### config.mk
export PLATFORM = sky130hd
export DESIGN_NAME = cfg_serializer
export DESIGN_NICKNAME = d
export VERILOG_FILES = /design/src/rtl/cfgser_pkg.sv /design/src/rtl/cfgser_sequencer.sv /design/src/rtl/cfgser_shifter.sv /design/src/rtl/cfgser_retime.sv /design/src/rtl/cfg_serializer.sv
export SDC_FILE = /design/constraint.sdc
export NUM_CORES = 1
export LEC_CHECK = 0
export BUFFER_PORTS_ARGS = -buffer_cell sky130_fd_sc_hd__buf_2
export CORE_MARGIN = 2
export CORE_UTILIZATION = 40
export DETAILED_ROUTE_END_ITERATION = 8
export HOLD_SLACK_MARGIN = 0.1
export SYNTH_ARGS = -nofsm -noshare
export SYNTH_HDL_FRONTEND = slang
export SYNTH_SLANG_ARGS = --single-unit
### constraint.sdc
create_clock -name clk -period 1.98 [get_ports clk]
set_clock_uncertainty 0.1 [all_clocks]
set_input_delay 0.198 -clock clk [delete_from_list [all_inputs] [get_ports clk]]
set_output_delay 0.198 -clock clk [all_outputs]
set_load 0.1 [all_outputs]
### src/rtl/cfgser_pkg.sv
package cfgser_pkg;

    // Fixed part of the trailing flush, in rising edges
    localparam int FLUSH_BASE = 10;

    typedef enum logic [1:0] {
        SEQ_WAIT,   // waiting for the first byte after reset
        SEQ_LOAD,   // bytes being accepted on the fixed schedule
        SEQ_FLUSH,  // final byte taken, counting flush edges
        SEQ_DONE    // flush complete
    } seq_state_t;

    typedef struct packed {
        logic capture;  // this rising edge takes a byte
        logic ack;      // registered acknowledge
        logic done;     // flush completed
    } seq_ctl_t;

    function automatic int flush_cycles(input int chain_devs);
        return FLUSH_BASE + chain_devs;
    endfunction

endpackage

### src/rtl/cfgser_sequencer.sv
module cfgser_sequencer
    import cfgser_pkg::*;
#(
    parameter int BYTE_W     = 8,
    parameter int CHAIN_DEVS = 2
) (
    input  logic     clk,
    input  logic     rst,
    input  logic     last_in,
    output seq_ctl_t ctl
);
    localparam int PH_W      = $clog2(BYTE_W);
    localparam int FLUSH_LEN = flush_cycles(CHAIN_DEVS);
    localparam int FL_W      = $clog2(FLUSH_LEN + 1);

    seq_state_t       state;
    logic [PH_W-1:0]  phase;
    logic [FL_W-1:0]  fcnt;
    logic             capture;
    logic             ack_q;

    always_comb begin
        capture = (state == SEQ_WAIT) ||
                  ((state == SEQ_LOAD) && (phase == PH_W'(BYTE_W - 1)));
    end

    always_ff @(posedge clk) begin
        if (rst) begin
            state <= SEQ_WAIT;
            phase <= '0;
            fcnt  <= '0;
            ack_q <= 1'b0;
        end else begin
            ack_q <= capture;
            if (capture) begin
                phase <= '0;
                fcnt  <= '0;
                state <= last_in ? SEQ_FLUSH : SEQ_LOAD;
            end else begin
                phase <= phase + 1'b1;
                if (state == SEQ_FLUSH) begin
                    fcnt <= fcnt + 1'b1;
                    if (fcnt == FL_W'(FLUSH_LEN - 1))
                        state <= SEQ_DONE;
                end
            end
        end
    end

    always_comb begin
        ctl.capture = capture;
        ctl.ack     = ack_q;
        ctl.done    = (state == SEQ_DONE);
    end

    // acknowledge never lasts more than one clock
    assert_ack_single_R3: assert property (@(posedge clk) disable iff (rst)
        ack_q |=> !ack_q);

    // done is sticky until reset
    assert_done_sticky_R8: assert property (@(posedge clk) disable iff (rst)
        ctl.done |=> ctl.done);

    // no acknowledge after done
    assert_no_ack_after_done_R8: assert property (@(posedge clk) disable iff (rst)
        ctl.done |=> !ack_q);

endmodule

### src/rtl/cfgser_shifter.sv
module cfgser_shifter #(
    parameter int BYTE_W = 8
) (
    input  logic              clk,
    input  logic              rst,
    input  logic              load,
    input  logic [BYTE_W-1:0] din,
    output logic              msb_q
);
    logic [BYTE_W-1:0] sr;

    // Shift register: loads on capture, otherwise moves left filling ones
    always_ff @(posedge clk) begin
        if (rst)
            sr <= '1;
        else if (load)
            sr <= din;
        else
            sr <= {sr[BYTE_W-2:0], 1'b1};
    end

    // Second rising-edge stage: one full clock of the 1.5-clock latency
    always_ff @(posedge clk) begin
        if (rst)
            msb_q <= 1'b1;
        else
            msb_q <= sr[BYTE_W-1];
    end

    // idle fill enters at the bottom whenever no byte is loaded
    assert_fill_ones_R6: assert property (@(posedge clk) disable iff (rst)
        !load |=> sr[0]);

endmodule

### src/rtl/cfgser_retime.sv
module cfgser_retime (
    input  logic clk,
    input  logic rst,
    input  logic bit_in,
    output logic bit_out
);
    // Falling-edge stage: the last half clock of the latency
    always_ff @(negedge clk) begin
        if (rst)
            bit_out <= 1'b1;
        else
            bit_out <= bit_in;
    end

endmodule

### src/rtl/cfg_serializer.sv
module cfg_serializer
    import cfgser_pkg::*;
#(
    parameter int BYTE_W     = 8,
    parameter int CHAIN_DEVS = 2
) (
    input  logic              clk,
    input  logic              rst,
    input  logic [BYTE_W-1:0] cfg_byte,
    input  logic              cfg_last,
    output logic              cfg_ack,
    output logic              ser_out,
    output logic              flush_done
);
    localparam int GAP_MAX = 2 * BYTE_W;
    localparam int GAP_W   = $clog2(GAP_MAX + 1);

    seq_ctl_t ctl;
    logic     pipe_bit;

    cfgser_sequencer #(
        .BYTE_W    (BYTE_W),
        .CHAIN_DEVS(CHAIN_DEVS)
    ) seq_i (
        .clk    (clk),
        .rst    (rst),
        .last_in(cfg_last),
        .ctl    (ctl)
    );

    cfgser_shifter #(
        .BYTE_W(BYTE_W)
    ) shf_i (
        .clk  (clk),
        .rst  (rst),
        .load (ctl.capture),
        .din  (cfg_byte),
        .msb_q(pipe_bit)
    );

    cfgser_retime rt_i (
        .clk    (clk),
        .rst    (rst),
        .bit_in (pipe_bit),
        .bit_out(ser_out)
    );

    assign cfg_ack    = ctl.ack;
    assign flush_done = ctl.done;

    // Checker state: clocks since the previous acknowledge
    logic [GAP_W-1:0] ack_gap;
    logic             ack_seen;

    always_ff @(posedge clk) begin
        if (rst) begin
            ack_gap  <= '0;
            ack_seen <= 1'b0;
        end else if (cfg_ack) begin
            ack_gap  <= GAP_W'(1);
            ack_seen <= 1'b1;
        end else if (ack_gap != GAP_W'(GAP_MAX)) begin
            ack_gap  <= ack_gap + 1'b1;
        end
    end

    // consecutive acknowledges are exactly one byte period apart
    assert_byte_spacing_R2: assert property (@(posedge clk) disable iff (rst)
        (cfg_ack && ack_seen) |-> (ack_gap == GAP_W'(BYTE_W)));

    // the serial output does not move at a rising edge
    assert_out_stable_R5: assert property (@(posedge clk) disable iff (rst)
        ser_out == pipe_bit || $past(rst));

endmodule

Word-level counts from Yosys, hierarchy flattened. Index checks and enable logic that the tools add are counted.

Flip-flop bits (word level): 20. Bits of input ports: 11. Output and inout bits: 3. Word-level logic and storage cells: 29.

Add/subtract/negate cells: 2. Eq/ne operators: 5. Muxes and demuxes: 5. Bitwise gates (word level): 1. Reduce and logical (&&, ||, !) cells: 8.

Operators with widths (number): 2-bit 2-to-1 mux (4); 8-bit 2-to-1 mux (1); 4-bit by 1-bit adder with 4-bit output, second input constant (1); 2-bit == test, second input constant (2); 4-bit == test, second input constant (1); 2-bit nonzero test (2); 2-bit OR reduction (2); 3-bit by 1-bit adder with 3-bit output, second input constant (1); 3-bit == test, second input constant (1); 2-bit by 1-bit == test with 1-bit output, second input constant (1); 2-bit zero test (1); 2-bit AND reduction (1); 1-bit logical AND (1); 1-bit logical OR (1); 1-bit inverter (1).

Depth between registers and ports, before layout.
Word-level depth: 5. Mapped depth: 6. Gate-level depth less buffers: 5.

Modules after synthesis. Synthesis repeated with hierarchy kept, for this count alone.

Cells, all modules: 74. Area, all modules: 769.5 sq um.

Modules (own cells, without submodules): cfgser_sequencer (instances 1, cells an instance 43, area an instance 414.1 sq um, seq. area each 200.2 sq um); cfgser_shifter (instances 1, cells an instance 28, area an instance 325.3 sq um, seq. area each 180.2 sq um); cfgser_retime (instances 1, cells an instance 3, area an instance 30.0 sq um, seq. area each 20.0 sq um).

==> key figures <==
Layout
  • Area Growth Syn to Fin: 34.6%
  • Leading cell type in the layout, fill and taps excluded: dfxtp_1
  • Commonest non-fill, non-tap cells in the layout: dfxtp_1 (19), buf_2 (12), dlygate4sd3_1 (10)
  • Ant diodes: 0
  • Final net count: 110
  • Layout cells sized above 1: around a quarter
  • Final Util: 56.7%
  • Post-Layout Cell Count: 120

Synthesis
  • Sequential share of the synthesized area: a little under three fifths
  • YS warnings: 0
  • Synth Instances: 70
  • Cell area after synthesis: just over 700 um^2
  • Syn Area/Cell: 10.4 um^2
  • Syn Nets: 84
  • FF+latch count, synth: 20
  • Netlist cell types: 22

STA
  • Final WS setup: -0.149 ns
  • Fin. Hold Viols: 0
  • Fin Setup TNS: -0.149 ns
  • RSZ-0062 raised after global routing: true
  • Measured slew at the worst slew-check pin: 0.483 ns
  • Max-slew violation count: 0
  • Worst relative slew slack: 68.0%
  • Endpoints failing setup: 1

Worst setup path
  • Delay-heaviest family, CP: flip-flops
  • CP Capture Type: output pin
  • Crit-path cells: buf_12
  • CP max FO: 1
  • Slowest cell on crit path: dfxtp_2
  • Crit Path Category: reg2out
  • Worst path buffer plus inverter count: 1
  • Critical path required time: 1.68 ns
  • Worst setup SP type: flop
  • Critical Path AT: between 1.5 and 2 ns
  • CP max stage delay: between 0.3 and 0.4 ns

Clock tree
  • Worst-path clk slew: roughly 0.11 ns
  • Htree depth: 1
  • # resized after CTS: 0
  • Clk Latency, worst-skew pair: between 0.2 and 0.3 ns
  • Clock buffer count from CTS: 3
  • Clk sinks: 20
  • Clk root buf: clkbuf_4
  • CTS tree: yes
  • Post-CTS Setup Bufs: 0
  • Maximum buffer depth of the clock tree: 2

Pwr
  • P_leak: slightly above 0.4 nW
  • Power Density: between 800 and 900 mW/mm^2
  • VDD IR max: between 0.5 and 0.6 mV

Route
  • DRC: 0
  • Initial DRC count: 1
  • Post-route ant nets: 0
  • Vias post-DR: around 540
  • Pre-Repair DR Iteration Count: 2
  • WL final: between 1 and 1.5 mm
  • DR vias/cell: between 4 and 5
  • Mean routed wirelength per cell: between 9 and 10 um

Floorplan
  • Num ports: 14
  • DIE HEIGHT: around 47 um
  • Core ar.: between 0.0015 and 0.002 mm^2
  • Die extent in x: approximately 47 um
  • Floorplan row count: 15
  • Initial Util: ~42%
  • Die area: 0.00217 mm^2

Place
  • DP Worst Slack: around 0.18 ns
  • I/O Buffers: 13
  • Placer Congestion: roughly 0.75
  • Placed insts: between 100 and 150
  • Post-DP HPWL: 779 um

Worst hold path
  • Min-delay worst type: in2reg

Global route
  • First-pass GRT wire length: about 2.3 mm
  • All-Layer GR Usage: 15.5%
  • Vias in the first global route: 578
  • Pin count of the biggest net entering global routing: 15
  • Antenna violations before repair: 0
  • GRT Residual Overflow: 0

Outcome
  • Failing checks: negative setup slack
  • Status: finished with violations

Flow run
  • Max Cap Viol: 0
## synth_stat cells
master     n  area share (%)
a21oi_1    4             2.8
a41oi_1    1             1.2
and2_1     1            0.86
buf_2      2             1.4
buf_6      1             1.5
dfxtp_1   20              55
ha_1       3             5.2
inv_1      6             3.1
nand2_1    2             1.0
nand2b_1   2             1.7
nand3_1    1            0.69
nand3b_1   1             1.0
nor2_1     7             3.6
nor2b_1    1            0.86
nor2b_4    1             1.9
o21ai_0    2             1.4
o21bai_2   1             1.5
o22a_1     7             8.4
or2_1      1            0.86
or2_2      2             1.7
or3_1      2             1.7
xnor2_1    2             2.4
## state kept, by name, summed over array words and instances, names as in the netlist
register,count
seq_i.state,2
rt_i.bit_out,1
seq_i.fcnt,4
seq_i.phase,3
shf_i.sr,8
seq_i.ack_q,1
shf_i.msb_q,1
## kinds of logic (layout without fill, tap and decap cells)
| family | count (synthesis) | after routing | synth area share, % |
|---|---|---|---|
| XOR/XNOR | 2 | 2 | 2.41 |
| flip-flops | 20 | 20 | 55.1 |
| AND/OR/NAND/NOR | 21 | 21 | 16.0 |
| AO/OA/AOI/OAI | 15 | 15 | 15.3 |
| buffers and inverters | 9 | 34 | 6.02 |
| adder cells (fa/ha/maj) | 3 | 3 | 5.16 |
## worst paths after layout
check	cells past startpoint	to	from	slack, ns
max	1	ser_out	rt_i.bit_out	-0.15
min	4	seq_i.phase[1]	rst	0.27
max reg2reg	1	rt_i.bit_out	shf_i.msb_q	0.24
min reg2reg	1	shf_i.msb_q	shf_i.sr[7]	0.33
## cell type report
type	count	area, um^2
clock buffers	3	22.5
clock inverters	2	33.8
fillers	164	748
inverters	5	18.8
multi-input cells	41	283
flip-flops and latches	20	402
well taps	25	31.3
repair buffers	24	188
## per-stage QoR
stage	instance area (um^2)	hold slack, ns	power, mW
3_3_place_gp	826	0.277	0.547
2_1_floorplan	728	0.167	0.525
4_1_cts	978	0.262	0.894
3_5_place_dp	826	0.281	0.550
5_1_grt	978	0.284	0.921
6_report	978	0.267	0.878
## layer usage
layer | track usage (%) | vias to the layer above | wire (um)
met5 | 0 | - | 0
met4 | 6.67 | 0 | 18
met3 | 5.88 | 2 | 49
met2 | 29.4 | 13 | 600
met1 | 14.6 | 239 | 499
li1 | - | 282 | -
## repair_timing
item / in CTS / in global routing
hold buffers: 10 / 0
pin swaps: 0 / 0
hold endpoints to repair: 11 / 0
setup endpoints to repair: 1 / 1
## report_power, final
group          switching, mW  total, mW  internal (mW)
Sequential            0.0134      0.440          0.427
Clock                  0.123      0.330          0.207
Combinational         0.0565      0.107         0.0509
Total                  0.193      0.878          0.685
No activity file was read; power rests on OpenSTA's default activity.
